### config.mk
export PLATFORM = sky130hd
export DESIGN_NAME = nvm_seq_ctrl
export DESIGN_NICKNAME = d
export VERILOG_FILES = /design/src/rtl/nvm_seq_pkg.sv /design/src/rtl/nvm_cmd_decode.sv /design/src/rtl/nvm_busy_timer.sv /design/src/rtl/nvm_seq_ctrl.sv
export SDC_FILE = /design/constraint.sdc
export NUM_CORES = 1
export LEC_CHECK = 0
export BUFFER_PORTS_ARGS = -buffer_cell sky130_fd_sc_hd__buf_2
export CORE_MARGIN = 2
export CORE_UTILIZATION = 42
export DETAILED_ROUTE_END_ITERATION = 8
export MAX_ROUTING_LAYER = met4
export PLACE_DENSITY = 0.74
export SLEW_MARGIN = 20
export SYNTH_ARGS = -nofsm -noshare
export SYNTH_HDL_FRONTEND = slang
export SYNTH_HIERARCHICAL = 1
export SYNTH_SLANG_ARGS = --single-unit
### constraint.sdc
create_clock -name clk_i -period 1.6 [get_ports clk_i]
set_clock_uncertainty 0.15 [all_clocks]
set_input_delay 0 -clock clk_i [delete_from_list [all_inputs] [get_ports clk_i]]
set_output_delay 0 -clock clk_i [all_outputs]
set_load 0.01 [all_outputs]
### src/rtl/nvm_seq_pkg.sv
package nvm_seq_pkg;
  typedef enum logic [1:0] {
    OP_WORD = 2'd0,
    OP_ROW  = 2'd1,
    OP_PAGE = 2'd2,
    OP_BULK = 2'd3
  } nvm_op_e;

  localparam int unsigned GO_BIT  = 15;
  localparam int unsigned ARM_BIT = 14;
  localparam int unsigned ERR_BIT = 13;
  localparam int unsigned ERS_BIT = 6;

  localparam logic [3:0] CODE_ROW  = 4'h1;
  localparam logic [3:0] CODE_PAGE = 4'h2;
  localparam logic [3:0] CODE_WORD = 4'h3;
  localparam logic [3:0] CODE_BULK = 4'hF;
endpackage

### src/rtl/nvm_cmd_decode.sv
module nvm_cmd_decode
  import nvm_seq_pkg::*;
(
  input  logic       erase_i,
  input  logic [3:0] code_i,
  input  logic       prog_mode_i,
  output logic       impl_o,
  output logic       noop_o,
  output logic       locked_o,
  output nvm_op_e    op_o
);
  always_comb begin
    impl_o   = 1'b1;
    noop_o   = 1'b0;
    locked_o = 1'b0;
    op_o     = OP_WORD;
    unique case (code_i)
      CODE_WORD: begin op_o = OP_WORD; noop_o = erase_i;  end
      CODE_ROW:  begin op_o = OP_ROW;  noop_o = erase_i;  end
      CODE_PAGE: begin op_o = OP_PAGE; noop_o = !erase_i; end
      CODE_BULK: begin
        op_o     = OP_BULK;
        noop_o   = !erase_i;
        locked_o = erase_i && !prog_mode_i;
      end
      default:   impl_o = 1'b0;
    endcase
  end
endmodule

### src/rtl/nvm_busy_timer.sv
module nvm_busy_timer #(
  parameter int unsigned CNT_W = 4
) (
  input  logic             clk_i,
  input  logic             rst_ni,
  input  logic             load_i,
  input  logic [CNT_W-1:0] load_val_i,
  input  logic             cancel_i,
  output logic             run_o,
  output logic             expire_o
);
  logic             run_q;
  logic [CNT_W-1:0] cnt_q;

  assign run_o    = run_q;
  assign expire_o = run_q && (cnt_q == '0);

  always_ff @(posedge clk_i or negedge rst_ni) begin
    if (!rst_ni) begin
      run_q <= 1'b0;
      cnt_q <= '0;
    end else if (load_i) begin
      run_q <= 1'b1;
      cnt_q <= load_val_i;
    end else if (run_q) begin
      if (cancel_i || cnt_q == '0) run_q <= 1'b0;
      else                         cnt_q <= cnt_q - 1'b1;
    end
  end
endmodule

### src/rtl/nvm_seq_ctrl.sv
module nvm_seq_ctrl
  import nvm_seq_pkg::*;
#(
  parameter int unsigned T_WORD = 3,
  parameter int unsigned T_ROW  = 5,
  parameter int unsigned T_PAGE = 7,
  parameter int unsigned T_BULK = 9
) (
  input  logic        clk_i,
  input  logic        rst_ni,
  input  logic        wr_en_i,
  input  logic [15:0] wr_data_i,
  output logic [15:0] rd_data_o,
  input  logic        prog_mode_i,
  input  logic        abort_i,
  output logic        flash_start_o,
  output logic [1:0]  flash_op_o,
  output logic        flash_busy_o,
  output logic        done_o
);
  localparam int unsigned T_MAX_A = (T_WORD > T_ROW)  ? T_WORD : T_ROW;
  localparam int unsigned T_MAX_B = (T_PAGE > T_BULK) ? T_PAGE : T_BULK;
  localparam int unsigned T_MAX   = (T_MAX_A > T_MAX_B) ? T_MAX_A : T_MAX_B;
  localparam int unsigned CNT_W   = $clog2(T_MAX + 1);

  logic       go_q, arm_q, err_q, ers_q, start_q, done_q;
  logic [3:0] code_q;
  nvm_op_e    op_q;

  logic       impl, noop, locked, bad, attempt, fire, run, expire;
  nvm_op_e    dec_op;
  logic [CNT_W-1:0] load_val;

  logic unused_wdata;
  assign unused_wdata = ^{wr_data_i[12:7], wr_data_i[5:4]};

  nvm_cmd_decode u_dec (
    .erase_i     (wr_data_i[ERS_BIT]),
    .code_i      (wr_data_i[3:0]),
    .prog_mode_i (prog_mode_i),
    .impl_o      (impl),
    .noop_o      (noop),
    .locked_o    (locked),
    .op_o        (dec_op)
  );

  assign attempt = wr_en_i && !go_q && wr_data_i[GO_BIT];
  assign bad     = !wr_data_i[ARM_BIT] || !impl || locked;
  assign fire    = attempt && !bad && !noop;

  always_comb begin
    unique case (dec_op)
      OP_WORD: load_val = CNT_W'(T_WORD - 1);
      OP_ROW:  load_val = CNT_W'(T_ROW - 1);
      OP_PAGE: load_val = CNT_W'(T_PAGE - 1);
      default: load_val = CNT_W'(T_BULK - 1);
    endcase
  end

  nvm_busy_timer #(.CNT_W(CNT_W)) u_tmr (
    .clk_i      (clk_i),
    .rst_ni     (rst_ni),
    .load_i     (fire),
    .load_val_i (load_val),
    .cancel_i   (abort_i),
    .run_o      (run),
    .expire_o   (expire)
  );

  always_ff @(posedge clk_i or negedge rst_ni) begin
    if (!rst_ni) begin
      go_q    <= 1'b0;
      arm_q   <= 1'b0;
      err_q   <= 1'b0;
      ers_q   <= 1'b0;
      code_q  <= '0;
      start_q <= 1'b0;
      done_q  <= 1'b0;
      op_q    <= OP_WORD;
    end else begin
      start_q <= 1'b0;
      done_q  <= 1'b0;
      if (go_q) begin
        // rejected or no-op attempts hold start for one cycle only
        if (!run) go_q <= 1'b0;
        else if (abort_i) begin
          go_q  <= 1'b0;
          err_q <= 1'b1;
        end else if (expire) begin
          go_q   <= 1'b0;
          done_q <= 1'b1;
        end
      end else if (wr_en_i) begin
        arm_q  <= wr_data_i[ARM_BIT];
        ers_q  <= wr_data_i[ERS_BIT];
        code_q <= wr_data_i[3:0];
        if (wr_data_i[GO_BIT]) begin
          go_q  <= 1'b1;
          err_q <= err_q | bad;
          if (fire) begin
            start_q <= 1'b1;
            op_q    <= dec_op;
          end
        end else begin
          err_q <= wr_data_i[ERR_BIT];
        end
      end
    end
  end

  assign rd_data_o     = {go_q, arm_q, err_q, 6'b0, ers_q, 2'b0, code_q};
  assign flash_start_o = start_q;
  assign flash_op_o    = op_q;
  assign flash_busy_o  = run;
  assign done_o        = done_q;
endmodule

==> impl_results.md <==
- Number of distinct standard cells referenced by the synthesized netlist: 37
- Startpoint Class: flop
- Clock Power Share: 18.8%
- Vias per Instance: 4.96
- Final worst path period need: 1.57 ns
- Leak Pwr: 0.634 nW
- Quantity of I/O buffers inserted on ports: 25
- TritonCTS Buffers: 3
- Max Freq: 638 MHz
- Slack of the worst reg-to-reg path: 0.03 ns
- Vias post-DR: 849
- Detailed placement HPWL: 1470 um
- Total placed instance area: 1180 um2
- Total Routed Length: 2150 um
- Peak supply drop: 0.677 mV
- List of cells traversed by the critical path: nand2b_1 -> nor3_4 -> buf_4 -> mux2_2
- Global-route congestion overflow total: 0
- Standard cell with the maximum stage delay on the critical path: sky130_fd_sc_hd__dfrtp_1
- Vias in the first global route: 865
- Combinational group share of total power: 35.0%
- Share of final-layout standard cells stronger than drive strength 1: 39.2%
- Pin count of the biggest net entering global routing: 18
- Max Buffers Root-to-Sink: 2
- Share of the core filled with cells: 59.7%
- Count of mapped cells out of synthesis: 98
- Sum of negative setup slack: 0 ns
- Number of antenna violations at the first check in global routing: 0
- Most frequent cell after synthesis: sky130_fd_sc_hd__dfrtp_1
- Global routing usage summed across all routing layers: 18.2%
- Number of hold violations in the final report: 0
- Initial DRC count: 13
- Die height: 53.7 um
- Row cnt: 17
- Total die area: 2880 um2
- Wire length of the first global-routing pass: 3660 um
- Width of the chip: 53.7 um
- Power Density: 923 nW/um2
- Top cell type's share of synthesized area: 41.1%
- Min-delay worst type: input pin to async pin
- Worst R2R Start: go_q
- Post-DRT Antenna Nets: 0
- EDFF count, synth: 0
- Net switching component of the power: 0.414 mW
- Area of the core: 2280 um2
- CTS H-tree lvls: 1
- Clock tree from TritonCTS: yes
- CTS Sinks: 17
- Area grow syn2layout: 31.2%
- WHS: 0.0161 ns
- First-pass iteration count of the detailed router: 4
- FF-to-FF path depth: 4
- Final number of max-transition violations: 0
- Area of the mapped netlist: 1040 um2
- Synthesized area per cell: 10.6 um2
- Final weighted congestion in routability-driven placement: 0.755
- Boundary Pins: 42
- Clock insertion delay at the later pin of the skew report: 0.29 ns
- Number of warnings printed during yosys synthesis: 6
- Part of the cycle the worst path needs: 98.0%
- Number of storage elements in the synthesis netlist: 17
- Slowest stage delay, CP: 0.39 ns
- Average wire per standard cell: 12.6 um
- Starting density of the core: 45.5%
- Least setup slack across all paths after layout: 0.0320 ns
- Seq/Total Area, Yosys: 41.1%
- Synth area leader: sky130_fd_sc_hd__dfrtp_1
- Max-capacitance violation count: 0
- Internal Dissipation: 0.840 mW
- Area of all placed cells without fillers: 1360 um2
- Finish-stage setup viols: 0
- R2R Path End: flash_op_o[0]
- Final Non-Filler Cells: 171
- Post-layout power: 1.25 mW
- DRC errors left: 0
- Final net count: 169
- Leading post-synthesis cells by instance count: 17 x sky130_fd_sc_hd__dfrtp_1, 12 x sky130_fd_sc_hd__buf_4, 8 x sky130_fd_sc_hd__mux2_2
- Switching part of the total power: 33.0%
- CP Class: flop to flop
- Type of destination of the critical path: flop
- Fillers: 197
- Total placed cells including tap cells: 153
- Max FO, Critical Path: 5
- Clock transition at the register clock pins on the worst setup and hold paths after CTS: 0.10 ns
- Crit path required time: 1.64 ns
- Share of synthesized registers carrying an async set or reset: 100%
- Number of antenna repair diodes: 0
- Dpl ws: -0.0400 ns
- Reg power frac: 46.2%
- Crit path DAT: 1.61 ns
- Leading register cell type out of synthesis: sky130_fd_sc_hd__dfrtp_1
- Root buf cell: sky130_fd_sc_hd__clkbuf_4
- Dominant cells by area after synthesis: sky130_fd_sc_hd__dfrtp_1 41%, sky130_fd_sc_hd__buf_4 8.7%, sky130_fd_sc_hd__mux2_2 8.7%
- Status: finished clean
-- cell families (layout without fill, tap and decap cells) --
logic type,Yosys count,count (layout),synth area share (%)
compound gates,17,17,11.5
fa+ha+maj,4,4,4.83
buf+inv,18,55,11.6
flops,17,17,41.1
mux,9,9,9.66
other cells,1,9,0.362
simple gates,32,32,21.0
-- flip-flops by register name, indices dropped and copies added (netlist names) --
signal,count
code_q,4
u_tmr/cnt_q,4
flash_op_o,2
arm_q,1
done_o,1
err_q,1
ers_q,1
flash_start_o,1
go_q,1
u_tmr/run_o,1
-- worst max-delay path: cells and delay by family (launching register included) --
family,cells,cell delay (ns)
flops,1,0.39
mux,1,0.32
simple gates,2,0.42
buf+inv,1,0.17
-- worst max-delay path by stage --
stage / cells after the start / endpoint / startpoint / slack (ns)
floorplan: 4 / flash_op_o[0] / go_q / 0.07
global placement: 6 / flash_op_o[1] / wr_data_i[1] / 0.003
detailed placement: 8 / u_tmr/cnt_q[1] / wr_data_i[0] / -0.04
CTS: 6 / go_q / u_tmr/cnt_q[1] / 0.02
global route: 4 / flash_op_o[0] / go_q / -0.02
finish: 4 / flash_op_o[0] / go_q / 0.03
-- final cells by class --
class / count / area (um2) / area share (%)
multi-input cells: 71 / 541 / 39.8
clock buffers: 4 / 26.3 / 1.93
well taps: 28 / 35.0 / 2.58
repair buffers: 46 / 313 / 23.0
flip-flops and latches: 17 / 425 / 31.3
inverters: 5 / 18.8 / 1.38
-- power by group through the flow --
stage	registers [mW]	clock network [mW]	logic (mW)
floorplan	0.580	0	0.231
global placement	0.567	0	0.334
detailed placement	0.574	0	0.350
CTS	0.572	0.242	0.385
global route	0.589	0.254	0.492
finish	0.579	0.236	0.439
-- timing repair --
action                     4_1_cts  5_1_grt
hold endpoints to repair        27        0
setup buffers                    0        2
hold buffers                    12        0
setup endpoints to repair        1        4
pin swaps                        0        1
resized for setup                1        6
gates cloned                     0        0
-- cell usage in the layout (no fill, tap or decap), types with 2 or more instances in the layout --
master / n
sky130_fd_sc_hd__nand3_1: 3
sky130_fd_sc_hd__nand3b_1: 3
sky130_fd_sc_hd__nand2_1: 2
sky130_fd_sc_hd__dfrtp_1: 17
sky130_fd_sc_hd__nand2b_1: 2
sky130_fd_sc_hd__a21oi_1: 3
sky130_fd_sc_hd__conb_1: 9
sky130_fd_sc_hd__nor2b_1: 2
sky130_fd_sc_hd__dlygate4sd3_1: 12
sky130_fd_sc_hd__buf_4: 9
sky130_fd_sc_hd__ha_1: 3
sky130_fd_sc_hd__inv_2: 2
sky130_fd_sc_hd__buf_2: 25
sky130_fd_sc_hd__clkbuf_4: 3
sky130_fd_sc_hd__nor2_1: 4
sky130_fd_sc_hd__o21ai_0: 4
sky130_fd_sc_hd__inv_1: 3
sky130_fd_sc_hd__or3_1: 3
sky130_fd_sc_hd__nor3_1: 2
sky130_fd_sc_hd__mux2_2: 8
-- routing by layer --
layer  up-vias  global-route usage [%]  routed length, um
met5         -                       -                  0
met2        22                    31.7               1180
met1       402                    19.5                857
met3         4                    4.44                 78
li1        421                       -                  -
met4         0                    8.12                 38
Power figures use the tool's default switching activity.
